## config.mk

```make
export PLATFORM = sky130hd
export DESIGN_NAME = dma4_engine
export DESIGN_NICKNAME = d
export VERILOG_FILES = /design/src/rtl/dma4_engine.sv
export SDC_FILE = /design/constraint.sdc
export NUM_CORES = 1
export LEC_CHECK = 0
export BUFFER_PORTS_ARGS = -buffer_cell sky130_fd_sc_hd__buf_4
export CORE_ASPECT_RATIO = 0.7
export CORE_MARGIN = 2
export CORE_UTILIZATION = 37
export CTS_BUF_LIST = sky130_fd_sc_hd__clkbuf_16
export DETAILED_ROUTE_END_ITERATION = 8
export GPL_TIMING_DRIVEN = 0
export PLACE_DENSITY = 0.51
export SYNTH_ARGS = -nofsm -noshare
export SYNTH_HDL_FRONTEND = slang
export SYNTH_SLANG_ARGS = --single-unit
```

## constraint.sdc

```tcl
create_clock -name clk -period 4.41 [get_ports clk]
set_input_delay 0.882 -clock clk [delete_from_list [all_inputs] [get_ports clk]]
set_output_delay 0.882 -clock clk [all_outputs]
set_load 0.005 [all_outputs]
```

## src/rtl/dma4_engine.sv

```systemverilog
module dma4_engine #(
  parameter bit WORD_MODE = 1'b0
) (
  input  logic        clk,
  input  logic        rst_n,
  input  logic        wr_en,
  input  logic [3:0]  reg_sel,
  input  logic [7:0]  wr_data,
  input  logic        page_wr,
  input  logic [1:0]  page_ch,
  input  logic [7:0]  page_data,
  input  logic [3:0]  dreq,
  output logic [3:0]  dack,
  output logic        addr_valid,
  output logic [23:0] addr_out,
  output logic        mem_wr,
  output logic        tc
);
  localparam int NCH = 4;
  localparam int AW  = 16;

  logic [AW-1:0] cur_addr [NCH];
  logic [AW-1:0] cur_cnt  [NCH];
  logic [7:0]    page_q   [NCH];
  logic [NCH-1:0] mask_q, casc_q, memwr_q;
  logic ptr_q, hold_q;

  logic [NCH-1:0] req;
  logic [1:0] win;
  logic win_ok, grant, single;
  logic [23:0] bus_addr;
  logic [1:0] sw_ch;
  logic unused_bits;

  assign req    = dreq & ~mask_q;
  assign grant  = win_ok && !hold_q;
  assign single = grant && !casc_q[win];
  assign sw_ch  = reg_sel[2:1];
  assign unused_bits = ^wr_data[5:3];

  always_comb begin
    win = '0;
    win_ok = 1'b0;
    for (int i = NCH - 1; i >= 0; i--)
      if (req[i]) begin
        win = 2'(i);
        win_ok = 1'b1;
      end
  end

  generate
    if (WORD_MODE) begin : g_word
      assign bus_addr = {page_q[win][7:1], cur_addr[win], 1'b0};
    end else begin : g_byte
      assign bus_addr = {page_q[win], cur_addr[win]};
    end
  endgenerate

  always_ff @(posedge clk) begin
    if (!rst_n) begin
      for (int i = 0; i < NCH; i++) begin
        cur_addr[i] <= '0;
        cur_cnt[i]  <= '0;
        page_q[i]   <= '0;
      end
      mask_q     <= '1;
      casc_q     <= '0;
      memwr_q    <= '0;
      ptr_q      <= 1'b0;
      hold_q     <= 1'b0;
      dack       <= '0;
      addr_valid <= 1'b0;
      addr_out   <= '0;
      mem_wr     <= 1'b0;
      tc         <= 1'b0;
    end else begin
      dack       <= '0;
      addr_valid <= 1'b0;
      tc         <= 1'b0;
      hold_q     <= single;
      if (grant) begin
        dack <= 4'b0001 << win;
        if (!casc_q[win]) begin
          addr_valid     <= 1'b1;
          addr_out       <= bus_addr;
          mem_wr         <= memwr_q[win];
          cur_addr[win]  <= cur_addr[win] + 1'b1;
          cur_cnt[win]   <= cur_cnt[win] - 1'b1;
          if (cur_cnt[win] == '0) begin
            tc          <= 1'b1;
            mask_q[win] <= 1'b1;
          end
        end
      end
      if (wr_en) begin
        if (!reg_sel[3]) begin
          ptr_q <= !ptr_q;
          if (!reg_sel[0]) begin
            if (ptr_q) cur_addr[sw_ch][15:8] <= wr_data;
            else       cur_addr[sw_ch][7:0]  <= wr_data;
          end else begin
            if (ptr_q) cur_cnt[sw_ch][15:8] <= wr_data;
            else       cur_cnt[sw_ch][7:0]  <= wr_data;
          end
        end else begin
          case (reg_sel)
            4'd10: mask_q[wr_data[1:0]] <= wr_data[2];
            4'd11: begin
              casc_q[wr_data[1:0]]  <= (wr_data[7:6] == 2'b11);
              memwr_q[wr_data[1:0]] <= wr_data[2];
            end
            4'd12: ptr_q <= 1'b0;
            default: ;
          endcase
        end
      end
      if (page_wr) page_q[page_ch] <= page_data;
    end
  end

  a_r7_one_dack: assert property (@(posedge clk) disable iff (!rst_n)
    $onehot0(dack));
  a_r6_tc_on_xfer: assert property (@(posedge clk) disable iff (!rst_n)
    tc |-> addr_valid && (dack != 4'b0000));
  a_r8_gap_after_single: assert property (@(posedge clk) disable iff (!rst_n)
    addr_valid |=> !addr_valid);
  a_r5_masked_ignored: assert property (@(posedge clk) disable iff (!rst_n)
    (dack & $past(mask_q)) == 4'b0000);
  a_r11_cascade_no_addr: assert property (@(posedge clk) disable iff (!rst_n)
    ((dack & $past(casc_q)) != 4'b0000) |-> !addr_valid);
endmodule

```

==> summary by stage <==
Pwr
Per report_power, the combinational group accounts for 6.4% of the total. The share of total power dissipated in sequential elements is approximately 48%. The clock network fraction of design power is a little under half. Net switching is ~23% of the power.

The internal power of the cells totals 3.46 mW. The largest voltage drop on the vdd net is 0.245 mV. In this run the power density over the cells is 371 mW/mm2. The static leakage is between 4 and 5 nW. Summed over all nets, the switching power comes to roughly 1.0 mW.

Job
The number of max-cap violations is 0.

Die
Measured along the y axis, the die boundary spans 144 um. Measured along the x axis, the die boundary spans 204 um. Once the floorplan was initialized, standard cells occupied a little under two fifths of the core. Pin placement for this block handled 61 I/O pins.

The total area inside the core boundary comes to 0.0277 mm2. The overall die area is between 0.02 and 0.03 mm2. The row count is 51.

Critical path
The worst setup path is of the input port to flop kind. Traced cell by cell, the critical path runs through buf_4 > nor2b_1 > clkbuf_1 > clkbuf_2 > a21oi_1 > a221oi_2 > nand3_2 > inv_2 > nand2_1 > nor2_2 > a22o_1. In this design, the largest share of critical-path delay is due to simple AND/OR/NAND/NOR gates.

Across all register-to-register paths, the minimum setup slack is 0.19 ns. The maximum fanout encountered on the critical timing path is 10. The worst stage delay on the critical path is approximately 0.58 ns.

The worst setup path is launched from an input port. The worst register-to-register path has a depth of 14. The critical path contains buffers and inverters numbering 4 combined. The required time of the critical path is 4.80 ns. Data on the critical path arrives at its endpoint at between 4 and 5 ns. The critical path startpoint is dreq[0]. For this design, the slowest cell found on the critical path is sky130_fd_sc_hd__nor2_2. The worst register-to-register path begins at mask_q[0]. The endpoint of the worst register-to-register path is cur_addr[0][14]. The worst setup path is captured at a flop.

Global route
The via count of the first global-routing pass is between 8000 and 9000. The first-pass GRT wire length is around 55000 um. The largest net degree at the start of global routing is 15. The global-route total usage across every layer is 25.5%. For this run the aggregate overflow at the end of global routing stands at 0.

The initial antenna violation count is 0.

Logic synthesis
The synthesized design devotes to its leading area cell type 46.2% of total area. The most used standard cell by instance count after synthesis is sky130_fd_sc_hd__edfxtp_1. For this run, asynchronously set or reset flops after synthesis account for 0%.

The post-synthesis average cell area is 10.6 um2. The post-synthesis register bit count is 205. The number of cells produced by synthesis is 983. The yosys synthesis warning count is 0. The number of distinct library cells after synthesis is between 60 and 70. In the synthesized netlist, the cells that appear most often are sky130_fd_sc_hd__edfxtp_1, sky130_fd_sc_hd__nand2_1, sky130_fd_sc_hd__nor2_1. The most used flip-flop cell after synthesis is sky130_fd_sc_hd__edfxtp_1.

Yosys mapped a number of flops with a built-in enable equal to 160. Sorting the synthesized cells by area gives the leading types as sky130_fd_sc_hd__edfxtp_1, sky130_fd_sc_hd__dfxtp_1, sky130_fd_sc_hd__nand2_1, sky130_fd_sc_hd__a22o_1, sky130_fd_sc_hd__o21ai_0. The cell taking the most area after synthesis is sky130_fd_sc_hd__edfxtp_1.

The net count after synthesis is 1015. After synthesis the cells add up to 0.0104 mm2. The sequential fraction of the synthesis area is between 50% and 60%.

Routing
After detailed routing, the total wire length is 37300 um. The number of violations reported at the end of detailed-routing iteration 0 is roughly 820. The via count is between 8000 and 9000. Dividing the detail-routed via count by the number of cells gives 5.92. The detail route stage leaves a number of antenna-violating nets equal to 0. The first detailed-routing pass ran for 5 iterations. In the final routed layout, each cell accounts on average for 25.6 um. The post-route DRC violation count is 0.

STA
Setup repair after global routing left no endpoint under its margin. The worst-case clock skew is 0.00973 ns. The max-slew violation count is 0. The timing-limited maximum frequency is 233 MHz. The worst max-slew margin expressed relative to the limit is 15.6%. For the pin with the worst max-slew slack, the measured transition is 1.26 ns. The time the final worst path needs with I/O delays and setup is 4.28 ns.

The post-layout worst setup margin is ~0.13 ns. The total setup violations reported at the end of the flow is 0. The final hold violation count is 0. Dividing the final minimum period by the clock period gives between 90% and 100%.

Placement
The estimated wirelength of the detail-placed design is 27200 um. The number of buffers added on ports is 52. The post-placement worst setup slack is -1.04 ns. The routability congestion estimate is 0.915.

Clocking
The root buffer cell chosen for the clock tree is sky130_fd_sc_hd__clkbuf_16. The insertion delay to the later sink of the worst-skew pair is approximately 0.52 ns. The CTS buffer count is 22. Counting along the longest clock path gives a buffer depth of 3. The tree built by TritonCTS fans out to 205 sinks. After clock tree synthesis, the clock-pin slew on the worst setup and hold paths is 0.07 ns. The clock tree from TritonCTS is built.

CTS built an H-tree with a depth of 1.

Cells and area
The filler cells instantiated in the layout total 2725. From synthesis to final layout, the design area changed by 16.7%. The final core area utilization is 43.8%.

The number of nets in the final layout is 1098. In the final layout, the share of cells above drive strength 1 is 12.6%.

Min path
The number of cells on the worst hold path is 2. The tightest min-delay check is of the flop to flop type. The path with the worst hold slack has its endpoint at addr_out[13]. The worst hold path begins at addr_out[13].

Status
The run finished with clean final reports.
repair_timing:
action / 4_1_cts / 5_1_grt
pin swaps: 0 / 0
hold buffers: 0 / 0
gates resized for setup: 8 / 8
endpoints found under the setup margin: 47 / 18
buffers inserted: 0 / 1
worst register-to-register path, delay by kind of cell (launching register included):
| family | cells | cell delay (ns) |
|---|---|---|
| compound gates | 4 | 0.91 |
| xor+xnor | 1 | 0.18 |
| fa+ha+maj | 1 | 0.27 |
| buf+inv | 4 | 1.21 |
| flops | 1 | 0.45 |
| simple gates | 4 | 0.95 |
cell usage in the layout, fill, tap and decap left out, types with 10 or more instances in the layout:
cell / n
sky130_fd_sc_hd__a22o_1: 57
sky130_fd_sc_hd__nand2b_1: 17
sky130_fd_sc_hd__nor2b_1: 15
sky130_fd_sc_hd__o31ai_1: 39
sky130_fd_sc_hd__o21ai_1: 13
sky130_fd_sc_hd__nand2_1: 136
sky130_fd_sc_hd__a21boi_0: 11
sky130_fd_sc_hd__xnor2_1: 15
sky130_fd_sc_hd__dfxtp_1: 45
sky130_fd_sc_hd__nor2_1: 64
sky130_fd_sc_hd__nor3_1: 16
sky130_fd_sc_hd__clkbuf_1: 51
sky130_fd_sc_hd__clkbuf_16: 24
sky130_fd_sc_hd__nor3b_1: 10
sky130_fd_sc_hd__and2_1: 27
sky130_fd_sc_hd__inv_1: 13
sky130_fd_sc_hd__a222oi_1: 15
sky130_fd_sc_hd__o21ai_0: 49
sky130_fd_sc_hd__a221o_1: 10
sky130_fd_sc_hd__edfxtp_1: 160
sky130_fd_sc_hd__nand3_1: 21
sky130_fd_sc_hd__buf_2: 12
sky130_fd_sc_hd__buf_4: 58
sky130_fd_sc_hd__xor2_1: 14
sky130_fd_sc_hd__and3_1: 11
sky130_fd_sc_hd__a21oi_1: 13
registers in the layout, summed over array words and instances, names as in the netlist, 4 cells and up:
name and count:
addr_out 24, mask_q 4, dack 4, cur_addr 64
page_q 32, casc_q 4, memwr_q 4, cur_cnt 64
cell type report:
cell class | count | area, um2 | share of cell area, %
diodes | 3 | 7.51 | 0.0619
plain buffers | 77 | 318 | 2.62
clock buffers | 24 | 601 | 4.95
clock inverters | 16 | 186 | 1.54
inverters | 12 | 45.0 | 0.371
multi-input cells | 689 | 4360 | 36.0
flip-flops and latches | 205 | 5710 | 47.1
well taps | 371 | 464 | 3.83
repair buffers | 59 | 438 | 3.61
per-stage QoR:
stage               cells  instance area, um2  hold WS [ns]  setup TNS (ns)  total power [mW]
finish               1456               12100         0.467               0              4.50
CTS                  1452               12100         0.470               0              4.52
detailed placement   1412               11300         0.462          -92.10              2.50
global route         1453               12100         0.490               0              4.61
floorplan             983               10400         0.444               0              2.37
global placement     1406               11200         0.459         -110.75              2.50
worst max-delay path by stage:
stage,to,slack [ns],depth (start not counted)
finish,cur_addr[1][12],0.13,11
global route,cur_addr[3][10],0.03,15
CTS,cur_addr[0][14],0.007,13
detailed placement,cur_addr[0][14],-1.04,13
global placement,cur_addr[0][15],-1.20,10
floorplan,mask_q[0],0.61,11
routing by layer:
metal	up-vias	wire length (um)	share of wire [%]	global-route usage [%]
met4	0	624	1.7	5.11
met2	359	14900	40	35.1
li1	3909	-	-	-
met1	4310	18100	48	39.3
met5	-	0	0	0
met3	45	3640	9.8	6.99
cells by family (layout without fill, tap and decap cells):
family / Yosys count / count (layout) / synth area share, %
compound gates: 261 / 261 / 19.2
xor+xnor: 29 / 29 / 2.44
fa+ha+maj: 2 / 2 / 0.241
buf+inv: 89 / 188 / 3.37
flops: 205 / 205 / 54.9
mux: 9 / 9 / 0.867
other cells: 0 / 3 / 0
simple gates: 388 / 388 / 19.0
power by group through the flow:
stage               sequential [mW]  combinational, mW  clock (mW)
global placement               2.22              0.280           0
CTS                            2.18              0.284        2.06
finish                         2.18              0.289        2.03
global route                   2.19              0.312        2.12
floorplan                      2.21              0.161           0
detailed placement             2.22              0.283           0
Power figures use the tool's default switching activity.
